File: config.mk
export PLATFORM = sky130hd
export DESIGN_NAME = eeprom_wp_ctrl
export DESIGN_NICKNAME = d
export VERILOG_FILES = /design/src/rtl/eewp_pkg.sv /design/src/rtl/eewp_prot_check.sv /design/src/rtl/eewp_cycle_timer.sv /design/src/rtl/eeprom_wp_ctrl.sv
export SDC_FILE = /design/constraint.sdc
export NUM_CORES = 1
export LEC_CHECK = 0
export BUFFER_PORTS_ARGS = -buffer_cell sky130_fd_sc_hd__buf_2
export CAP_MARGIN = 25
export CELL_PAD_IN_SITES_DETAIL_PLACEMENT = 1
export CELL_PAD_IN_SITES_GLOBAL_PLACEMENT = 2
export CORE_MARGIN = 2
export CORE_UTILIZATION = 24
export DETAILED_ROUTE_END_ITERATION = 7
export GPL_ROUTABILITY_DRIVEN = 0
export PLACE_DENSITY = 0.78
export SLEW_MARGIN = 20
export SYNTH_ARGS = -nofsm -noshare
export SYNTH_HDL_FRONTEND = slang
export SYNTH_SLANG_ARGS = --single-unit
File: constraint.sdc
create_clock -name clk -period 1.7 [get_ports clk]
set_input_delay 0.51 -clock clk [delete_from_list [all_inputs] [get_ports clk]]
set_output_delay 0.51 -clock clk [all_outputs]
set_load 0.03 [all_outputs]
File: src/rtl/eewp_pkg.sv
package eewp_pkg;
  typedef enum logic [1:0] {
    OP_WRITE  = 2'd0,
    OP_STATUS = 2'd1,
    OP_FILL1  = 2'd2,
    OP_FILL0  = 2'd3
  } wr_op_e;

  localparam int WEL_BIT = 1;
  localparam int WIP_BIT = 0;
  localparam int BP_LSB  = 3;
endpackage

File: src/rtl/eewp_prot_check.sv
module eewp_prot_check #(
  parameter int AW = 10
) (
  input  logic [1:0]    bp,
  input  logic [AW-1:0] addr,
  output logic          prot
);
  logic top_quarter;
  logic top_half;

  assign top_half    = addr[AW-1];
  assign top_quarter = addr[AW-1] & addr[AW-2];

  always_comb begin
    unique case (bp)
      2'b00:   prot = 1'b0;
      2'b01:   prot = top_quarter;
      2'b10:   prot = top_half;
      default: prot = 1'b1;
    endcase
  end
endmodule

File: src/rtl/eewp_cycle_timer.sv
module eewp_cycle_timer #(
  parameter int NORM_TICKS = 50,
  parameter int LONG_TICKS = 100
) (
  input  logic clk,
  input  logic rst_n,
  input  logic start,
  input  logic long_sel,
  input  logic tick,
  output logic busy,
  output logic done
);
  localparam int CW = $clog2(LONG_TICKS + 1);

  logic [CW-1:0] cnt_q, cnt_d;
  logic          busy_q, busy_d;

  assign done = busy_q & tick & (cnt_q == CW'(1));
  assign busy = busy_q;

  always_comb begin
    cnt_d  = cnt_q;
    busy_d = busy_q;
    if (start) begin
      cnt_d  = long_sel ? CW'(LONG_TICKS) : CW'(NORM_TICKS);
      busy_d = 1'b1;
    end else if (busy_q && tick) begin
      cnt_d = cnt_q - CW'(1);
      if (cnt_q == CW'(1)) busy_d = 1'b0;
    end
  end

  always_ff @(posedge clk or negedge rst_n) begin
    if (!rst_n) begin
      cnt_q  <= '0;
      busy_q <= 1'b0;
    end else begin
      cnt_q  <= cnt_d;
      busy_q <= busy_d;
    end
  end

  assert_cnt_live_R8: assert property (@(posedge clk) disable iff (!rst_n)
    busy_q |-> (cnt_q != '0));
  assert_no_restart_R9: assert property (@(posedge clk) disable iff (!rst_n)
    busy_q |-> !start);
endmodule

File: src/rtl/eeprom_wp_ctrl.sv
module eeprom_wp_ctrl
  import eewp_pkg::*;
#(
  parameter int AW         = 10,
  parameter int NORM_TICKS = 50,
  parameter int LONG_TICKS = 100
) (
  input  logic          clk,
  input  logic          rst_n,
  input  logic          tick,
  input  logic          cmd_wren,
  input  logic          cmd_wrdi,
  input  logic          cmd_rdsr,
  input  logic          cmd_read,
  input  logic          cmd_crrd,
  input  logic          cmd_write,
  input  logic          cmd_wrsr,
  input  logic          cmd_setal,
  input  logic          cmd_eral,
  input  logic [AW-1:0] addr,
  input  logic [7:0]    wrsr_data,
  output logic          ack,
  output logic          nack,
  output logic          wr_start,
  output logic [1:0]    wr_op,
  output logic          wr_done,
  output logic [7:0]    status
);
  logic       wel_q, wel_d;
  logic [1:0] bp_q, bp_d;
  logic [1:0] pend_q, pend_d;
  wr_op_e     op_q, op_d;
  logic       ack_q, nack_q, start_q, done_q;
  logic       acc_d, rej_d, start_d;
  logic       wip, done_d, prot, any_cmd;

  eewp_prot_check #(.AW(AW)) u_prot (
    .bp(bp_q), .addr(addr), .prot(prot)
  );

  eewp_cycle_timer #(.NORM_TICKS(NORM_TICKS), .LONG_TICKS(LONG_TICKS)) u_tmr (
    .clk(clk), .rst_n(rst_n), .start(start_d),
    .long_sel(op_d == OP_FILL1 || op_d == OP_FILL0),
    .tick(tick), .busy(wip), .done(done_d)
  );

  assign any_cmd = cmd_wren | cmd_wrdi | cmd_rdsr | cmd_read | cmd_crrd |
                   cmd_write | cmd_wrsr | cmd_setal | cmd_eral;

  always_comb begin
    acc_d   = 1'b0;
    rej_d   = 1'b0;
    start_d = 1'b0;
    op_d    = op_q;
    wel_d   = wel_q;
    bp_d    = bp_q;
    pend_d  = pend_q;
    if (wip) begin
      if (cmd_rdsr)     acc_d = 1'b1;
      else if (any_cmd) rej_d = 1'b1;
    end else if (cmd_wren) begin
      acc_d = 1'b1;
      wel_d = 1'b1;
    end else if (cmd_wrdi) begin
      acc_d = 1'b1;
      wel_d = 1'b0;
    end else if (cmd_rdsr || cmd_read || cmd_crrd) begin
      acc_d = 1'b1;
    end else if (cmd_write) begin
      if (wel_q && !prot) begin
        acc_d = 1'b1; start_d = 1'b1; op_d = OP_WRITE;
      end else rej_d = 1'b1;
    end else if (cmd_wrsr) begin
      if (wel_q) begin
        acc_d = 1'b1; start_d = 1'b1; op_d = OP_STATUS;
        pend_d = wrsr_data[BP_LSB+1:BP_LSB];
      end else rej_d = 1'b1;
    end else if (cmd_setal || cmd_eral) begin
      if (wel_q && bp_q == 2'b00) begin
        acc_d = 1'b1; start_d = 1'b1;
        op_d  = cmd_setal ? OP_FILL1 : OP_FILL0;
      end else rej_d = 1'b1;
    end
    if (done_d) begin
      wel_d = 1'b0;
      if (op_q == OP_STATUS) bp_d = pend_q;
    end
  end

  always_ff @(posedge clk or negedge rst_n) begin
    if (!rst_n) begin
      wel_q   <= 1'b0;
      bp_q    <= 2'b00;
      pend_q  <= 2'b00;
      op_q    <= OP_WRITE;
      ack_q   <= 1'b0;
      nack_q  <= 1'b0;
      start_q <= 1'b0;
      done_q  <= 1'b0;
    end else begin
      wel_q   <= wel_d;
      bp_q    <= bp_d;
      pend_q  <= pend_d;
      op_q    <= op_d;
      ack_q   <= acc_d;
      nack_q  <= rej_d;
      start_q <= start_d;
      done_q  <= done_d;
    end
  end

  assign ack      = ack_q;
  assign nack     = nack_q;
  assign wr_start = start_q;
  assign wr_op    = op_q;
  assign wr_done  = done_q;

  always_comb begin
    status          = 8'h00;
    status[WIP_BIT] = wip;
    status[WEL_BIT] = wel_q;
    status[BP_LSB+1:BP_LSB] = bp_q;
  end

  assert_ack_excl_R5: assert property (@(posedge clk) disable iff (!rst_n)
    !(ack && nack));
  assert_start_acked_R7: assert property (@(posedge clk) disable iff (!rst_n)
    wr_start |-> (ack && status[WIP_BIT]));
  assert_done_clears_R8: assert property (@(posedge clk) disable iff (!rst_n)
    wr_done |-> (!status[WIP_BIT] && !status[WEL_BIT]));
  assert_busy_reject_R9: assert property (@(posedge clk) disable iff (!rst_n)
    (wip && cmd_write) |=> (nack && !wr_start));
  assert_busy_rdsr_R9: assert property (@(posedge clk) disable iff (!rst_n)
    (wip && cmd_rdsr) |=> ack);
  assert_fill_blocked_R6: assert property (@(posedge clk) disable iff (!rst_n)
    ((cmd_setal || cmd_eral) && bp_q != 2'b00) |=> !wr_start);
endmodule

Word-level counts from Yosys, hierarchy flattened
Cells that the tools add are included.
{"block": "word_totals", "regBits": 19, "latch_bits": 0, "mem_bits_rw": 0, "romBits": 0, "in_bits": 30, "out_inout_bits": 14, "elab_cells": 99, "n_memories": 0}
{"block": "classes", "addsub": 1, "mul": 0, "n_div": 0, "order_cmp": 0, "eq_ne": 7, "shift": 0, "mux": 49, "n_bitwise": 16, "reduce_logical": 16}
{"cell": "1-bit two-way mux", "count": 35}
{"cell": "7-bit two-way mux", "count": 3}
{"cell": "2-bit two-way mux", "count": 10}
{"cell": "1-bit bitwise OR", "count": 8}
{"cell": "7-bit by 1-bit equality test with 1-bit output (second input constant)", "count": 1}
{"cell": "7-bit AND reduction", "count": 1}
{"cell": "7-bit by 1-bit subtractor with 7-bit output (second input constant)", "count": 1}
{"cell": "2-bit equality test (second input constant)", "count": 3}
{"cell": "2-bit AND reduction", "count": 3}
{"cell": "1-bit NOT", "count": 5}
{"cell": "2-bit by 1-bit equality test with 1-bit output (second input constant)", "count": 2}
{"cell": "1-bit logical OR", "count": 4}
{"cell": "2-bit nonzero test", "count": 2}
{"cell": "1-bit bitwise AND", "count": 3}
{"cell": "1-bit logical AND", "count": 3}
{"cell": "1-bit one-hot mux with 3 select lines", "count": 1}
{"cell": "3-bit nonzero test", "count": 1}
{"cell": "2-bit zero test", "count": 1}
{"cell": "2-bit != test (second input constant)", "count": 1}
{"cell": "1-bit zero test", "count": 1}

Depth between registers and ports, before layout
{"block": "depth", "ltp_word": 14, "depth_mapped": 6}

By module
From an unflattened synthesis, not the netlist that was laid out.
{"block": "hier_totals", "hier_cells": 105, "hier_area_um2": 1039.7}
{"mod": "eeprom_wp_ctrl", "n_inst": 1, "cells_per_inst": 60, "area_each_um2": 594.3, "seq_area_each_um2": 275.3}
{"mod": "eewp_cycle_timer", "n_inst": 1, "cells_per_inst": 42, "area_each_um2": 431.7, "seq_area_each_um2": 200.2}
{"mod": "eewp_prot_check", "n_inst": 1, "cells_per_inst": 3, "area_each_um2": 13.8, "seq_area_each_um2": 0.0}

Worst setup path after synthesis
OpenSTA, ideal clock, no wires.
{"block": "synth_path", "path_type": "input to register", "from": "input cmd_read", "to": "register u_tmr.cnt_q[4]", "setup_ns": 0.133, "t_arrival_ns": 1.943, "t_required_ns": 1.567, "slack_ns": -0.377, "cell_stages": 5, "cell_sequence": "or4_1 -> or3_2 -> a21oi_4 -> nand3b_1 -> o211ai_1"}
{"block": "synth_between", "word_cells_on_any_way": 16, "cone_classes": "2 x eq/ne; 10 x mux; 4 x reduce/logical"}
{"item": "from (decl)", "line": "eeprom_wp_ctrl.sv:14", "rtl": "input logic cmd_read,"}
{"item": "1-bit logical OR * (2 in a row)", "line": "eeprom_wp_ctrl.sv:67", "rtl": "end else if (cmd_rdsr || cmd_read || cmd_crrd) begin"}
{"item": "1-bit two-way mux *", "line": "eeprom_wp_ctrl.sv:67"}
{"item": "1-bit two-way mux *", "line": "eeprom_wp_ctrl.sv:64", "rtl": "end else if (cmd_wrdi) begin"}
{"item": "1-bit two-way mux *", "line": "eeprom_wp_ctrl.sv:61", "rtl": "end else if (cmd_wren) begin"}
{"item": "1-bit two-way mux *", "line": "eeprom_wp_ctrl.sv:58", "rtl": "if (wip) begin"}
{"item": "net start_d", "line": "eeprom_wp_ctrl.sv:34", "rtl": "logic acc_d, rej_d, start_d;"}
{"item": "7-bit two-way mux / 2-bit nonzero test (equally long branches)"}
{"item": "to (signal assigned)", "line": "eewp_cycle_timer.sv:38", "rtl": "cnt_q <= cnt_d;"}
{"item": "to (decl)", "line": "eewp_cycle_timer.sv:15", "rtl": "logic [CW-1:0] cnt_q, cnt_d;"}
Mark *: on every way through the listed nets, which the timed path passes. The rest lies on a longest branch.
A chain may end at the register's enable or synchronous reset.

Final worst setup path
Same ends and word-level chain as after synthesis.

==> impl_metrics.tcl <==
set metrics [dict create \
    status "finished, violations left" \
    violations "setup timing" \
    die-area_um2 4870 \
    via_count 951 \
    yosysMostFrequentCell "dfrtp_1" \
    async_reset_ff_share_pct 100 \
    dieHeight_um 69.8 \
    ys_seq_area_share_pct 45.8 \
    clock.fmax_ghz 0.542 \
    antenna_found_initial 0 \
    routed_wl_mm 2.83 \
    yosys-top-cells-area "dfrtp_1, o21ai_0, buf_4, xnor2_1, ha_1" \
    drc_errors 0 \
    yosys-mux-area-fraction_pct 4.34 \
    p_per_area_nw_per_um2 1140 \
    rows 23 \
    synthXorXnorAreaFrac_pct 3.37 \
    report.final.slew_viol_count 0 \
    cp.required_ns 1.84 \
    synth_common_cells "dfrtp_1, o21ai_0, buf_4, inv_1" \
    grt_first_pass_wirelength_mm 4.89 \
    viasPerCell 4.73 \
    grt_max_degree 20 \
    grt-ovfl-total 0 \
    ys_seq_elements 19 \
    vdd_drop_max_mv 0.274 \
    fin_ws_ns -0.146 \
    critPathMaxFanout 7 \
    synth_compound_area_share_pct 16.0 \
    insertion_delay_ns 0.26 \
    yosysUniqueCellTypes 41 \
    cap_viol_max_count 0 \
    grtUsageTotal_pct 12.6 \
    fin_crit_ns 1.85 \
    nets 184 \
    yosys.area_share.simple_pct 21.2 \
    dr.pass1.iters 4 \
    io_buffers 25 \
    ctsHoldBuffers 0 \
    synth_top_family_by_area "simple AND/OR/NAND/NOR gates" \
    cts_max_level 1 \
    path_class "input port to register" \
    synth_top_area_cell "dfrtp_1" \
    period_share_pct 109 \
    layout-drive-gt1-share_pct 53.0 \
    cts_buffers 3 \
    start_util_pct 25.4 \
    die_x_um 69.8 \
    synth_flop_cell "dfrtp_1" \
    grt_pass1_vias 1051 \
    fin_worst_skew_ns 0.0116 \
    drtIter0Drc 15 \
    ant_nets 0 \
    cts_tree "built" \
    dp_cells 193 \
    p_leak_nw 0.732 \
    rsz0062_at_grt "yes" \
    syn_inst 101 \
    yosys_warnings 0 \
    syn_area_um2 1040 \
    p_total_mw 1.77 \
    crit_path_end_kind "register" \
    place_hpwl_mm 2.20 \
    finalSetupViolCount 15 \
    synth_top_area_share_pct 45.8 \
    core_um2 4090 \
    wl_per_cell_um 14.1 \
    io_pins 44 \
    start_kind "input port" \
    area_growth_pct 49.5 \
    finalHoldViolCount 0 \
    layout.cells.non_filler 201 \
    clockBufferDepth 2 \
    root_buffer "clkbuf_8" \
    synth_area_per_cell_um2 10.3 \
    diodes 0 \
    cts.clk_slew.worst_paths_ns 0.08 \
    synth-edff-count 0 \
    min_path_type "input port to async pin" \
    arrival_ns 1.99 \
    synthAdderAreaFrac_pct 2.41 \
    cts_sinks 19 \
]
-- worst max-delay path, cell delays in order --
cell	delay [ns]
buf_6	0.09
or4_4	0.52
or3_4	0.37
a21oi_4	0.25
nand3b_1	0.16
o211ai_1	0.09
-- state kept, by name (all words and copies together) (netlist names) --
signal / count
wel_q: 1
wr_start: 1
nack: 1
bp_q: 2
wr_op: 2
ack: 1
u_tmr.cnt_q: 7
pend_q: 2
wr_done: 1
u_tmr.busy: 1
-- layout make-up --
type | count | area, µm²
fillers | 468 | 2530
multi-input cells | 73 | 622
well taps | 50 | 62.6
clock buffers | 4 | 45.0
repair buffers | 49 | 323
flip-flops and latches | 19 | 478
inverters | 6 | 22.5
-- power by group --
group          internal (mW)  switching [mW]  leakage [nW]
registers              0.562           0.125         0.230
clock network          0.167           0.152        0.0228
logic                  0.366           0.397         0.479
total                   1.09           0.674         0.732
-- cells by family (layout without fill, tap and decap cells) --
| group | Yosys count | count (layout) |
|---|---|---|
| other | 1 | 4 |
| adders and majority gates | 2 | 2 |
| muxes | 4 | 4 |
| DFF | 19 | 19 |
| and+or+nand+nor | 34 | 34 |
| xor gates and xnor gates | 4 | 4 |
| buffers and inverters | 12 | 59 |
| AOI/OAI and AO/OA | 25 | 25 |
-- through the flow --
| stage | hold slack (ns) | util [%] | instance area (µm²) | setup TNS (ns) | setup WS, ns |
|---|---|---|---|---|---|
| 2_1_floorplan | 0.214 | - | 1090 | -1.69 | -0.221 |
| 3_3_place_gp | 0.463 | 33.9 | 1390 | -4.89 | -0.380 |
| 5_1_grt | 0.201 | 38.0 | 1550 | -2.10 | -0.196 |
| 3_5_place_dp | 0.478 | 33.9 | 1390 | -5.40 | -0.422 |
| 6_report | 0.177 | 38.0 | 1550 | -1.49 | -0.146 |
| 4_1_cts | 0.187 | 37.2 | 1520 | -0.800 | -0.117 |
-- per-layer routing --
layer | part of all wire (%) | up-vias | global-route usage, %
met5 | 0 | - | 0
met2 | 55 | 24 | 22.5
met4 | 1.8 | 0 | 5.77
li1 | - | 449 | -
met1 | 39 | 472 | 14.2
met3 | 4.3 | 6 | 2.62
-- timing repair --
| item | in CTS | in global routing |
|---|---|---|
| setup endpoints to repair | 10 | 17 |
| setup buffers | 4 | 1 |
| pin swaps | 4 | 1 |
| hold endpoints to repair | 0 | 0 |
| gates resized for setup | 17 | 8 |
-- cell usage in the layout (no fill, tap or decap), types with 2 or more instances in the layout --
| master | netlist | final |
|---|---|---|
| xnor2_1 | 3 | 3 |
| inv_1 | 6 | 6 |
| nor2_1 | 5 | 3 |
| o21ai_1 | 0 | 3 |
| buf_6 | 0 | 4 |
| ha_1 | 2 | 2 |
| nor3_2 | 0 | 2 |
| mux2_2 | 2 | 2 |
| dfrtp_1 | 19 | 17 |
| dfrtp_2 | 0 | 2 |
| a21oi_1 | 4 | 3 |
| nand3_1 | 2 | 2 |
| or3_1 | 2 | 2 |
| o21ai_0 | 10 | 6 |
| buf_2 | 0 | 24 |
| nand3b_1 | 2 | 2 |
| buf_4 | 6 | 21 |
| nand2_1 | 5 | 4 |
| clkbuf_8 | 0 | 3 |
| mux2_4 | 0 | 2 |
| or4_4 | 1 | 2 |
| nand2b_4 | 0 | 2 |
| conb_1 | 1 | 4 |
| o31a_1 | 2 | 2 |
-- worst paths after layout --
| path | depth (start not counted) | start | slack, ns | endpoint |
|---|---|---|---|---|
| max in group asynchronous | 1 | rst_n | 1.17 | bp_q[0] |
| hold / removal | 1 | rst_n | 0.18 | ack |
| min in group clk | 2 | cmd_rdsr | 0.45 | nack |
| setup reg to reg | 4 | u_tmr.cnt_q[4] | -0.11 | bp_q[0] |
| setup / recovery | 6 | cmd_read | -0.15 | u_tmr.cnt_q[4] |
| hold reg to reg | 1 | pend_q[1] | 0.51 | bp_q[1] |
(Power assumes the default switching activity.)
